File: config.mk
export PLATFORM = sky130hd
export DESIGN_NAME = evt_timer16
export DESIGN_NICKNAME = d
export VERILOG_FILES = /design/src/rtl/evt_timer_pkg.sv /design/src/rtl/evt_timer_prescaler.sv /design/src/rtl/evt_timer_edge_sampler.sv /design/src/rtl/evt_timer_count_core.sv /design/src/rtl/evt_timer16.sv
export SDC_FILE = /design/constraint.sdc
export NUM_CORES = 1
export LEC_CHECK = 0
export ABC_AREA = 1
export BUFFER_PORTS_ARGS = -buffer_cell sky130_fd_sc_hd__buf_4
export CELL_PAD_IN_SITES_DETAIL_PLACEMENT = 0
export CELL_PAD_IN_SITES_GLOBAL_PLACEMENT = 1
export CORE_MARGIN = 1
export CORE_UTILIZATION = 40
export CTS_BUF_LIST = sky130_fd_sc_hd__clkbuf_4
export DETAILED_ROUTE_END_ITERATION = 6
export PLACE_DENSITY = 0.87
export RECOVER_POWER = 50
export SLEW_MARGIN = 20
export SYNTH_ARGS = -nofsm -noshare
export SYNTH_HDL_FRONTEND = slang
export SYNTH_SLANG_ARGS = --single-unit
File: constraint.sdc
create_clock -name clk -period 3.95 [get_ports clk]
set_clock_uncertainty 0.05 [all_clocks]
set_input_delay 0.5925 -clock clk [delete_from_list [all_inputs] [get_ports clk]]
set_output_delay 0.5925 -clock clk [all_outputs]
set_load 0.1 [all_outputs]
File: src/rtl/evt_timer_pkg.sv
// Shared types for the event timer: operating-mode encoding and its decode.
package evt_timer_pkg;

    typedef enum logic [2:0] {
        MODE_OFF,
        MODE_BAUD,
        MODE_CAPTURE,
        MODE_FREQGEN,
        MODE_UPDOWN,
        MODE_RELOAD
    } tmr_mode_e;

    // Priority decode of the control bits into one mode.
    function automatic tmr_mode_e decode_mode(
        input logic run,
        input logic baud,
        input logic cap,
        input logic oe,
        input logic ud
    );
        if (!run)      return MODE_OFF;
        else if (baud) return MODE_BAUD;
        else if (cap)  return MODE_CAPTURE;
        else if (oe)   return MODE_FREQGEN;
        else if (ud)   return MODE_UPDOWN;
        else           return MODE_RELOAD;
    endfunction

endpackage

File: src/rtl/evt_timer_prescaler.sv
// Tick generator: divides the system clock by a period chosen from the
// speed class, the double-speed bit and the prescale value.
// Assumes: the divider restarts whenever run is low.
module evt_timer_prescaler #(
    parameter int PS_W = 4
) (
    input  logic            clk,
    input  logic            rst_n,
    input  logic            run,
    input  logic            fast_mode,
    input  logic            dbl_speed,
    input  logic [PS_W-1:0] prescale,
    output logic            tick
);
    localparam int DIV_W = PS_W + 2;

    logic [DIV_W-1:0] base;
    logic [DIV_W-1:0] period;
    logic [DIV_W-1:0] div_q;

    // Select the division period from the speed controls.
    always_comb begin
        base = {2'b00, prescale} + DIV_W'(1);
        if (fast_mode) period = dbl_speed ? base : DIV_W'(1);
        else           period = dbl_speed ? (base << 1) : base;
    end

    assign tick = run && (div_q >= period - DIV_W'(1));

    // Free-running divider, cleared while stopped and at each tick.
    always_ff @(posedge clk) begin
        if (!rst_n)           div_q <= '0;
        else if (!run || tick) div_q <= '0;
        else                   div_q <= div_q + DIV_W'(1);
    end

    AST_FAST_FULL_RATE: assert property (@(posedge clk) disable iff (!rst_n)
        (run && fast_mode && !dbl_speed) |-> tick);
    AST_NO_TICK_STOPPED: assert property (@(posedge clk) disable iff (!rst_n)
        !run |-> !tick);

endmodule

File: src/rtl/evt_timer_edge_sampler.sv
// Samples a pin on each tick and flags a high-then-low pair of samples.
// Assumes: the pin is held for at least one tick period per level.
module evt_timer_edge_sampler (
    input  logic clk,
    input  logic rst_n,
    input  logic tick,
    input  logic pin,
    output logic fall
);
    logic smp_q;

    // Keep the sample taken at the previous tick.
    always_ff @(posedge clk) begin
        if (!rst_n)    smp_q <= 1'b0;
        else if (tick) smp_q <= pin;
    end

    assign fall = tick && smp_q && !pin;

    AST_FALL_LEAVES_LOW: assert property (@(posedge clk) disable iff (!rst_n)
        fall |=> !smp_q);

endmodule

File: src/rtl/evt_timer_count_core.sv
// Count register, reload/capture register, flags and toggle output.
// Performs one step per enabled clock according to the decoded mode.
// Assumes: load strobes are one clock wide and win over the step.
module evt_timer_count_core
    import evt_timer_pkg::*;
#(
    parameter int CNT_W = 16
) (
    input  logic             clk,
    input  logic             rst_n,
    input  tmr_mode_e        mode,
    input  logic             step_en,
    input  logic             cap_fall,
    input  logic             dir_up,
    input  logic             load_cnt,
    input  logic             load_rld,
    input  logic [CNT_W-1:0] load_data,
    input  logic             flag_clr,
    output logic [CNT_W-1:0] count,
    output logic [CNT_W-1:0] rld_q,
    output logic             ovf_flag,
    output logic             ext_flag,
    output logic             clk_out
);
    localparam logic [CNT_W-1:0] CNT_MAX = '1;

    logic [CNT_W-1:0] nxt;
    logic             wrap;
    logic             ovf_evt;
    logic             cap_evt;
    logic             reload_up;

    assign reload_up = (mode == MODE_RELOAD) || (mode == MODE_FREQGEN) ||
                       ((mode == MODE_UPDOWN) && dir_up);

    // Next count and wrap event for the current mode.
    always_comb begin
        nxt  = count;
        wrap = 1'b0;
        if (step_en) begin
            if (reload_up) begin
                if (count == CNT_MAX) begin
                    nxt  = rld_q;
                    wrap = 1'b1;
                end else begin
                    nxt = count + CNT_W'(1);
                end
            end else if (mode == MODE_UPDOWN) begin
                if (count == rld_q) begin
                    nxt  = CNT_MAX;
                    wrap = 1'b1;
                end else begin
                    nxt = count - CNT_W'(1);
                end
            end else if (mode == MODE_CAPTURE) begin
                nxt  = count + CNT_W'(1);
                wrap = (count == CNT_MAX);
            end
        end
    end

    assign ovf_evt = wrap && !load_cnt;
    assign cap_evt = (mode == MODE_CAPTURE) && cap_fall;

    // Count register with load override.
    always_ff @(posedge clk) begin
        if (!rst_n)        count <= '0;
        else if (load_cnt) count <= load_data;
        else               count <= nxt;
    end

    // Reload/capture register: a capture wins over a software load.
    always_ff @(posedge clk) begin
        if (!rst_n)        rld_q <= '0;
        else if (cap_evt)  rld_q <= count;
        else if (load_rld) rld_q <= load_data;
    end

    // Sticky flags, set beats clear.
    always_ff @(posedge clk) begin
        if (!rst_n) begin
            ovf_flag <= 1'b0;
            ext_flag <= 1'b0;
        end else begin
            ovf_flag <= ovf_evt || (ovf_flag && !flag_clr);
            ext_flag <= cap_evt || (ext_flag && !flag_clr);
        end
    end

    // Toggle output on each overflow in frequency-generator mode.
    always_ff @(posedge clk) begin
        if (!rst_n)                                clk_out <= 1'b0;
        else if (mode == MODE_FREQGEN && ovf_evt) clk_out <= !clk_out;
    end

    AST_RELOAD_TO_MIN: assert property (@(posedge clk) disable iff (!rst_n)
        (mode == MODE_RELOAD && step_en && count == CNT_MAX && !load_cnt)
        |=> (count == $past(rld_q) && ovf_flag));
    AST_DOWN_TO_MAX: assert property (@(posedge clk) disable iff (!rst_n)
        (mode == MODE_UPDOWN && !dir_up && step_en && count == rld_q && !load_cnt)
        |=> (count == CNT_MAX && ovf_flag));
    AST_CAPTURE_COPY: assert property (@(posedge clk) disable iff (!rst_n)
        (mode == MODE_CAPTURE && cap_fall) |=> (rld_q == $past(count) && ext_flag));
    AST_CAPTURE_WRAP: assert property (@(posedge clk) disable iff (!rst_n)
        (mode == MODE_CAPTURE && step_en && count == CNT_MAX && !load_cnt)
        |=> (count == '0 && ovf_flag));
    AST_CLK_TOGGLE: assert property (@(posedge clk) disable iff (!rst_n)
        (mode == MODE_FREQGEN && step_en && count == CNT_MAX && !load_cnt)
        |=> (clk_out != $past(clk_out)));
    AST_HOLD_IDLE: assert property (@(posedge clk) disable iff (!rst_n)
        ((mode == MODE_OFF || mode == MODE_BAUD) && !load_cnt)
        |=> (count == $past(count)));
    AST_FLAG_STICKY: assert property (@(posedge clk) disable iff (!rst_n)
        (ovf_flag && !flag_clr) |=> ovf_flag);

endmodule

File: src/rtl/evt_timer16.sv
// Top of the multi-mode 16-bit event timer: mode decode, tick generation,
// pin sampling and the counting core.
// Assumes: pins are synchronous to clk (synchronisers sit outside).
module evt_timer16
    import evt_timer_pkg::*;
#(
    parameter int CNT_W = 16,
    parameter int PS_W  = 4
) (
    input  logic             clk,
    input  logic             rst_n,
    input  logic             run,
    input  logic             cap_sel,
    input  logic             updown_en,
    input  logic             out_en,
    input  logic             baud_sel,
    input  logic             cnt_sel,
    input  logic             fast_mode,
    input  logic             dbl_speed,
    input  logic [PS_W-1:0]  prescale,
    input  logic             cnt_pin,
    input  logic             cap_pin,
    input  logic             dir_pin,
    input  logic             load_cnt,
    input  logic             load_rld,
    input  logic [CNT_W-1:0] load_data,
    input  logic             flag_clr,
    output logic [CNT_W-1:0] count,
    output logic [CNT_W-1:0] capture,
    output logic             ovf_flag,
    output logic             ext_flag,
    output logic             clk_out
);
    tmr_mode_e mode;
    logic      tick;
    logic      cnt_fall;
    logic      cap_fall;
    logic      step_en;

    assign mode    = decode_mode(run, baud_sel, cap_sel, out_en, updown_en);
    assign step_en = cnt_sel ? cnt_fall : tick;

    evt_timer_prescaler #(.PS_W(PS_W)) u_presc (
        .clk       (clk),
        .rst_n     (rst_n),
        .run       (run),
        .fast_mode (fast_mode),
        .dbl_speed (dbl_speed),
        .prescale  (prescale),
        .tick      (tick)
    );

    evt_timer_edge_sampler u_cnt_smp (
        .clk   (clk),
        .rst_n (rst_n),
        .tick  (tick),
        .pin   (cnt_pin),
        .fall  (cnt_fall)
    );

    evt_timer_edge_sampler u_cap_smp (
        .clk   (clk),
        .rst_n (rst_n),
        .tick  (tick),
        .pin   (cap_pin),
        .fall  (cap_fall)
    );

    evt_timer_count_core #(.CNT_W(CNT_W)) u_core (
        .clk       (clk),
        .rst_n     (rst_n),
        .mode      (mode),
        .step_en   (step_en),
        .cap_fall  (cap_fall),
        .dir_up    (dir_pin),
        .load_cnt  (load_cnt),
        .load_rld  (load_rld),
        .load_data (load_data),
        .flag_clr  (flag_clr),
        .count     (count),
        .rld_q     (capture),
        .ovf_flag  (ovf_flag),
        .ext_flag  (ext_flag),
        .clk_out   (clk_out)
    );

endmodule

======== Word level (Yosys, flattened, before mapping) ========
Cells that the tools add are included.
word-level totals
  output and inout port bits .............. 35
  input bits .............................. 36
  flip-flop bits (word level) ............. 43
  logic and storage cells ................. 72
cells by class
  add/sub/neg operators ................... 5
  equality and inequality tests ........... 6
  reduce and logical (&&, ||, !) cells .... 27
  bitwise operators ....................... 1
  order comparisons ....................... 1
  muxes and demuxes ....................... 24
operators by type and width
  cell                                                 count
  2-to-1 mux 16 bit                                    9
  2-to-1 mux 6 bit                                     3
  adder 16 x 1 -> 16 bit, second input constant        1
  equality test 16 bit                                 1
  equality test 16 bit, second input constant          1
  subtractor 16 x 1 -> 16 bit, second input constant   1
  2-to-1 mux 3 bit                                     4
  logical AND 1 bit                                    11
  2-to-1 mux 1 bit                                     8
  adder 6 x 1 -> 6 bit, second input constant          1
  equality test 3 x 2 -> 1 bit, second input constant  2
  equality test 3 bit, second input constant           2
  >= comparator 6 bit                                  1
  logical NOT 1 bit                                    6
  subtractor 6 x 1 -> 6 bit, second input constant     1
  adder 4 x 1 -> 5 bit, second input constant          1
  logical OR 1 bit                                     5
  nonzero test 2 bit                                   2
  nonzero test 4 bit                                   1
  AND reduction 2 bit                                  1
  OR reduction 2 bit                                   1
  inverter 1 bit                                       1

======== Logic depth before layout (Yosys ltp) ========
  depth after elaboration ................. 12
  depth in mapped cells ................... 22
  depth with buffers taken out ............ 22

======== Modules after synthesis ========
From an unflattened synthesis, not the netlist that was laid out.
second synthesis, totals
  cell total of the unflattened synthesis .. 688
  area total of the unflattened synthesis .. 3957.5 um2
modules (own cells, without submodules)
  module                  sequential area each (um2)  cells each  instances  area an instance (um2)
  evt_timer_count_core    700.7                       551         1          3085.5
  evt_timer_prescaler     120.1                       107         1          699.4
  evt_timer_edge_sampler  20.0                        8           2          48.8
  evt_timer16             0.0                         14          1          75.1

======== Worst setup path after synthesis ========
Ideal clock, no wire load.
  path type ............................... input -> register
  from .................................... input prescale[0]
  to ...................................... register u_core.rld_q[14]
  data arrival time ....................... 3.196 ns
  slack ................................... 0.617 ns
  data required time ...................... 3.814 ns
  stages on the path ...................... 19
  buffers on the path ..................... 1
  setup time .............................. 0.086 ns
  path through ............................ ha_1 > or2_2 > a31o_2 > nor2_1 > nand2_1 > nor2_1 > nand2_1 > xnor2_1 > ha_1 > nand2_1 > inv_1 > a21oi_1 > nand2_1 > nand2_1 > nor2_1 > nand3_1 > buf_2 > nor2_1 > a211oi_1
between the ends
  cells in the longest elaborated chain, start to end .. 10
  elaborated cells on any way between the ends .. 12
  those cells by class .................... add/sub (2); order compare (1); mux (4); reduce/logical (5)
ends and longest elaborated chain
  element                                                  RTL line                                              text
  start: declaration                                       evt_timer16.sv:20                                     input logic [PS_W-1:0] prescale,
  adder 4 x 1 -> 5 bit (*)                                 evt_timer_prescaler.sv:23                             base = {2'b00, prescale} + DIV_W'(1);
  2-to-1 mux 6 bit, on equally long branches               evt_timer_prescaler.sv:25, evt_timer_prescaler.sv:24
  2-to-1 mux 6 bit (*)                                     evt_timer_prescaler.sv:24                             if (fast_mode) period = dbl_speed ? base : DIV_W'(1);
  subtractor 6 x 1 -> 6 bit (*)                            evt_timer_prescaler.sv:28                             assign tick = run && (div_q >= period - DIV_W'(1));
  >= comparator 6 bit (*)                                  evt_timer_prescaler.sv:28
  logical AND 1 bit (*)                                    evt_timer_prescaler.sv:28
  logical AND 1 bit (*) (2 in series)                      evt_timer_edge_sampler.sv:18                          assign fall = tick && smp_q && !pin;
  logical AND 1 bit (*)                                    evt_timer_count_core.sv:63                            assign cap_evt = (mode == MODE_CAPTURE) && cap_fall;
  2-to-1 mux 16 bit or nonzero test 2 bit (tied branches)  n/a
  end signal: assignment                                   evt_timer_count_core.sv:75                            else if (cap_evt) rld_q <= count;
  end signal: assignment                                   evt_timer_count_core.sv:76                            else if (load_rld) rld_q <= load_data;
  end: declaration                                         evt_timer_count_core.sv:20                            output logic [CNT_W-1:0] rld_q,
Every way passes the cells marked *; elsewhere a longest branch is shown, timed or not.
A chain may end at the register's enable or synchronous reset.

======== Worst setup path in the final report ========
  from .................................... input prescale[0]
  to ...................................... register u_core.count[13]
between the ends
  cells in the longest elaborated chain, start to end .. 11
  elaborated cells on any way between the ends .. 12
  those cells by class .................... add/sub (2); order compare (1); mux (4); reduce/logical (5)
ends and longest elaborated chain
  element                                     RTL line                                              text
  adder 4 x 1 -> 5 bit (*)                    evt_timer_prescaler.sv:23
  2-to-1 mux 6 bit, on equally long branches  evt_timer_prescaler.sv:25, evt_timer_prescaler.sv:24
  2-to-1 mux 6 bit (*)                        evt_timer_prescaler.sv:24
  subtractor 6 x 1 -> 6 bit (*)               evt_timer_prescaler.sv:28
  >= comparator 6 bit (*)                     evt_timer_prescaler.sv:28
  logical AND 1 bit (*)                       evt_timer_prescaler.sv:28
  logical AND 1 bit (2 in series)             evt_timer_edge_sampler.sv:18
  2-to-1 mux 1 bit (*)                        evt_timer16.sv:41                                     assign step_en = cnt_sel ? cnt_fall : tick;
  nonzero test 2 bit (no line) (*)            n/a
  AND reduction 2 bit (no line) (*)           n/a
  end signal: assignment                      evt_timer_count_core.sv:68                            else if (load_cnt) count <= load_data;
  end signal: assignment                      evt_timer_count_core.sv:69                            else count <= nxt;
  end: declaration                            evt_timer_count_core.sv:19                            output logic [CNT_W-1:0] count,
Marked as above.

==> impl_metrics.ini <==
[outcome]
status = complete, no violations

[cts]
post_cts_buffers = 0
clk_pin_slew_ns = 0.15
cts_resized = 0
htreeDepth = 2
worstSkewPairLatency_ns = 0.37
holdBufCountCts = 0
cts_tree = yes
root_buffer = clkbuf_4
numCtsBuffers = 5
cts_buffer_depth = 2
cts_sinks = 43

[logic_synthesis]
syn_nets = 746
synth_warnings = 0
synth_cell_types = 35
synth-seq-cells = 43
yosysSeqAreaShare_pct = 21.5
avgSynthCellArea_um2 = 5.73
synth_cells = 699
syn_area_mm2 = 0.00401

[timing]
hold_viol_final = 0
drv_slew = 0
finalSetupViolations = 0
rsz0062_at_grt = no
final.setup.tns_ns = 0
worst_pin_slew_ns = 1.18
relSlewSlack_pct = 21.7
period_share_pct = 84.0
max_freq_mhz = 301
min_period_ns = 3.32

[detailed_routing]
drt_pass1_iterations = 5
postRouteAntennaNets = 0
drc_errors = 0
vias_per_cell = 5.03
wire_per_inst_um = 14.0
routed_wl_um = 12500
num_vias = 4483
first_iter_violations = 205

[hold_path]
hold_class = primary input to flop
min_delay_worst_endpoint = u_core.clk_out
min-delay-start = rst_n
hold_depth = 3

[global_route]
grt_pass1_wl_um = 20300
grt.total_usage_pct = 25.1
grt_pass1_vias = 4097
gr-total-overflow = 0
grt_max_degree = 37
antenna_found_initial = 0

[place]
dpl-instance-area_mm2 = 0.00460
place_hpwl_um = 9220
finalWeightedCongestion = 0.927
port_buffers = 70

[power]
combinationalPowerShare_pct = 37.5
switching_share_pct = 43.3
ir_drop_v = 0.000155
cellPowerDensity_mw_per_mm2 = 278
internal_power_mw = 0.716
clkPwrFrac_pct = 23.4
seq_power_share_pct = 39.1
leakagePower_nw = 2.20
netSwitchingPower_mw = 0.546

[cells_and_area]
layout_commonest_cell = nand2_1
final_nets = 804
design_area_mm2 = 0.00454
final_layout_size_suffix_gt1_share_pct = 13.1
areaGrowthSynthToFinish_pct = 13.4
layout_common_cells = 216 x nand2_1, 105 x nor2_1, 74 x inv_1
insertedDiodeCount = 0

[setup_path]
reg2reg_depth = 11
worst-setup-path-type = primary input to flop
crit_top_cell = nand2_1
r2r_start = u_core.count[1]
cp_max_fo = 5
r2r_slack_ns = 1.72
end_kind = flop
cp_top_family = simple AND/OR/NAND/NOR gates
crit_buf_inv = 2
arrival_ns = 3.57
rr_endpoint = u_core.count[9]
critPathRequiredTime_ns = 4.20
crit_path_start_kind = primary input
path_cells = clkbuf_1 > ha_1 > or2_2 > a31o_2 > nor2_1 > nand2_1 > nor2_1 > nand2_1 > xnor2_1 > ha_1 > nand2_1 > nor2_1 > nand2_1 > nand2_1 > nand3_1 > nor2_1 > nand2_1 > buf_4 > nor2_1 > nand2_1 > a21oi_2
slowest_delay_ns = 0.31
critPathSlowestCell = ha_1

[floorplanning]
fp.dieH_um = 102
rows = 36
die-width_um = 102
start_util_pct = 41.2
core-area_mm2 = 0.00973
die_area_mm2 = 0.0104
ios = 71

[run]
cap_viol_max_count = 0
through the flow:
| stage | hold slack [ns] | instances | setup WS (ns) | utilization (%) | power, mW |
|---|---|---|---|---|---|
| 3_5_place_dp | 0.412 | 883 | 0.274 | 47.3 | 0.990 |
| 3_3_place_gp | 0.406 | 883 | 0.370 | 47.3 | 0.985 |
| 5_1_grt | 0.390 | 891 | 0.386 | 46.7 | 1.34 |
| 2_1_floorplan | 0.389 | 699 | 0.617 | - | 0.870 |
| 4_1_cts | 0.394 | 891 | 0.650 | 48.1 | 1.28 |
| 6_report | 0.403 | 891 | 0.632 | 46.7 | 1.26 |
metal layers:
metal | GRT usage [%] | wire [um] | vias up
met3 | 2.87 | 689 | 17
li1 | - | - | 2317
met4 | 7.25 | 225 | 0
met1 | 33.4 | 5810 | 2017
met5 | 0 | 0 | -
met2 | 42.8 | 5730 | 132
area by class of cell:
| class | instances | area [um^2] |
|---|---|---|
| Fill cell | 1143 | 5190 |
| Multi-Input combinational cell | 536 | 2640 |
| Sequential cell | 43 | 861 |
| Timing Repair Buffer | 78 | 450 |
| Inverter | 93 | 349 |
| Tap cell | 133 | 166 |
| Clock inverter | 3 | 38.8 |
| Clock buffer | 5 | 37.5 |
worst register-to-register path, delay by kind of cell, from the launching register on:
| family | cells | cell delay (ns) |
|---|---|---|
| AO/OA/AOI/OAI | 2 | 0.15 |
| adder cells (fa/ha/maj) | 1 | 0.25 |
| flip-flops | 1 | 0.45 |
| AND/OR/NAND/NOR | 8 | 1.27 |
synth_stat cells (all sizes together):
| library cell | number | area [um^2] |
|---|---|---|
| o21ai | 32 | 164 |
| or2 | 1 | 6.26 |
| buf | 21 | 134 |
| nand3b | 2 | 15.0 |
| nand4 | 9 | 56.3 |
| a21oi | 46 | 253 |
| clkbuf | 6 | 22.5 |
| xnor2 | 5 | 43.8 |
| a31o | 1 | 8.76 |
| nor3 | 5 | 25.0 |
| a211oi | 16 | 120 |
| dfxtp | 43 | 861 |
| xor2 | 17 | 149 |
| o211ai | 2 | 15.0 |
| nand2 | 224 | 866 |
| clkinv | 1 | 3.75 |
| ha | 11 | 138 |
| inv | 92 | 345 |
| mux2i | 1 | 10.0 |
| nand3 | 47 | 258 |
| nor2 | 117 | 512 |
power groups by stage:
stage	combinational, mW	sequential, mW	clock, mW
5_1_grt	0.521	0.498	0.321
3_3_place_gp	0.482	0.503	0
6_report	0.474	0.493	0.296
2_1_floorplan	0.253	0.617	0
3_5_place_dp	0.488	0.503	0
4_1_cts	0.490	0.494	0.300
state kept, by name (all words and copies together) (netlist names):
signal           flops
u_presc.div_q        6
u_cap_smp.smp_q      1
u_core.ext_flag      1
u_core.clk_out       1
u_cnt_smp.smp_q      1
u_core.rld_q        16
u_core.count        16
u_core.ovf_flag      1
cell families after synthesis:
group | share of synthesized area, %
compound gates | 14.0
buf+inv | 12.6
simple gates | 43.4
xor+xnor | 4.81
fa+ha+maj | 3.44
mux | 0.250
flops | 21.5
how the worst max path moves through the flow:
stage          cells after the start          endpoint        start
6_report                          21  u_core.count[13]  prescale[0]
5_1_grt                           21  u_core.count[11]  prescale[0]
3_3_place_gp                      20  u_core.count[12]  prescale[0]
3_5_place_dp                      21  u_core.count[13]  prescale[0]
2_1_floorplan                     19  u_core.rld_q[14]  prescale[0]
4_1_cts                           21  u_core.count[13]  prescale[0]
Power figures use the tool's default switching activity.
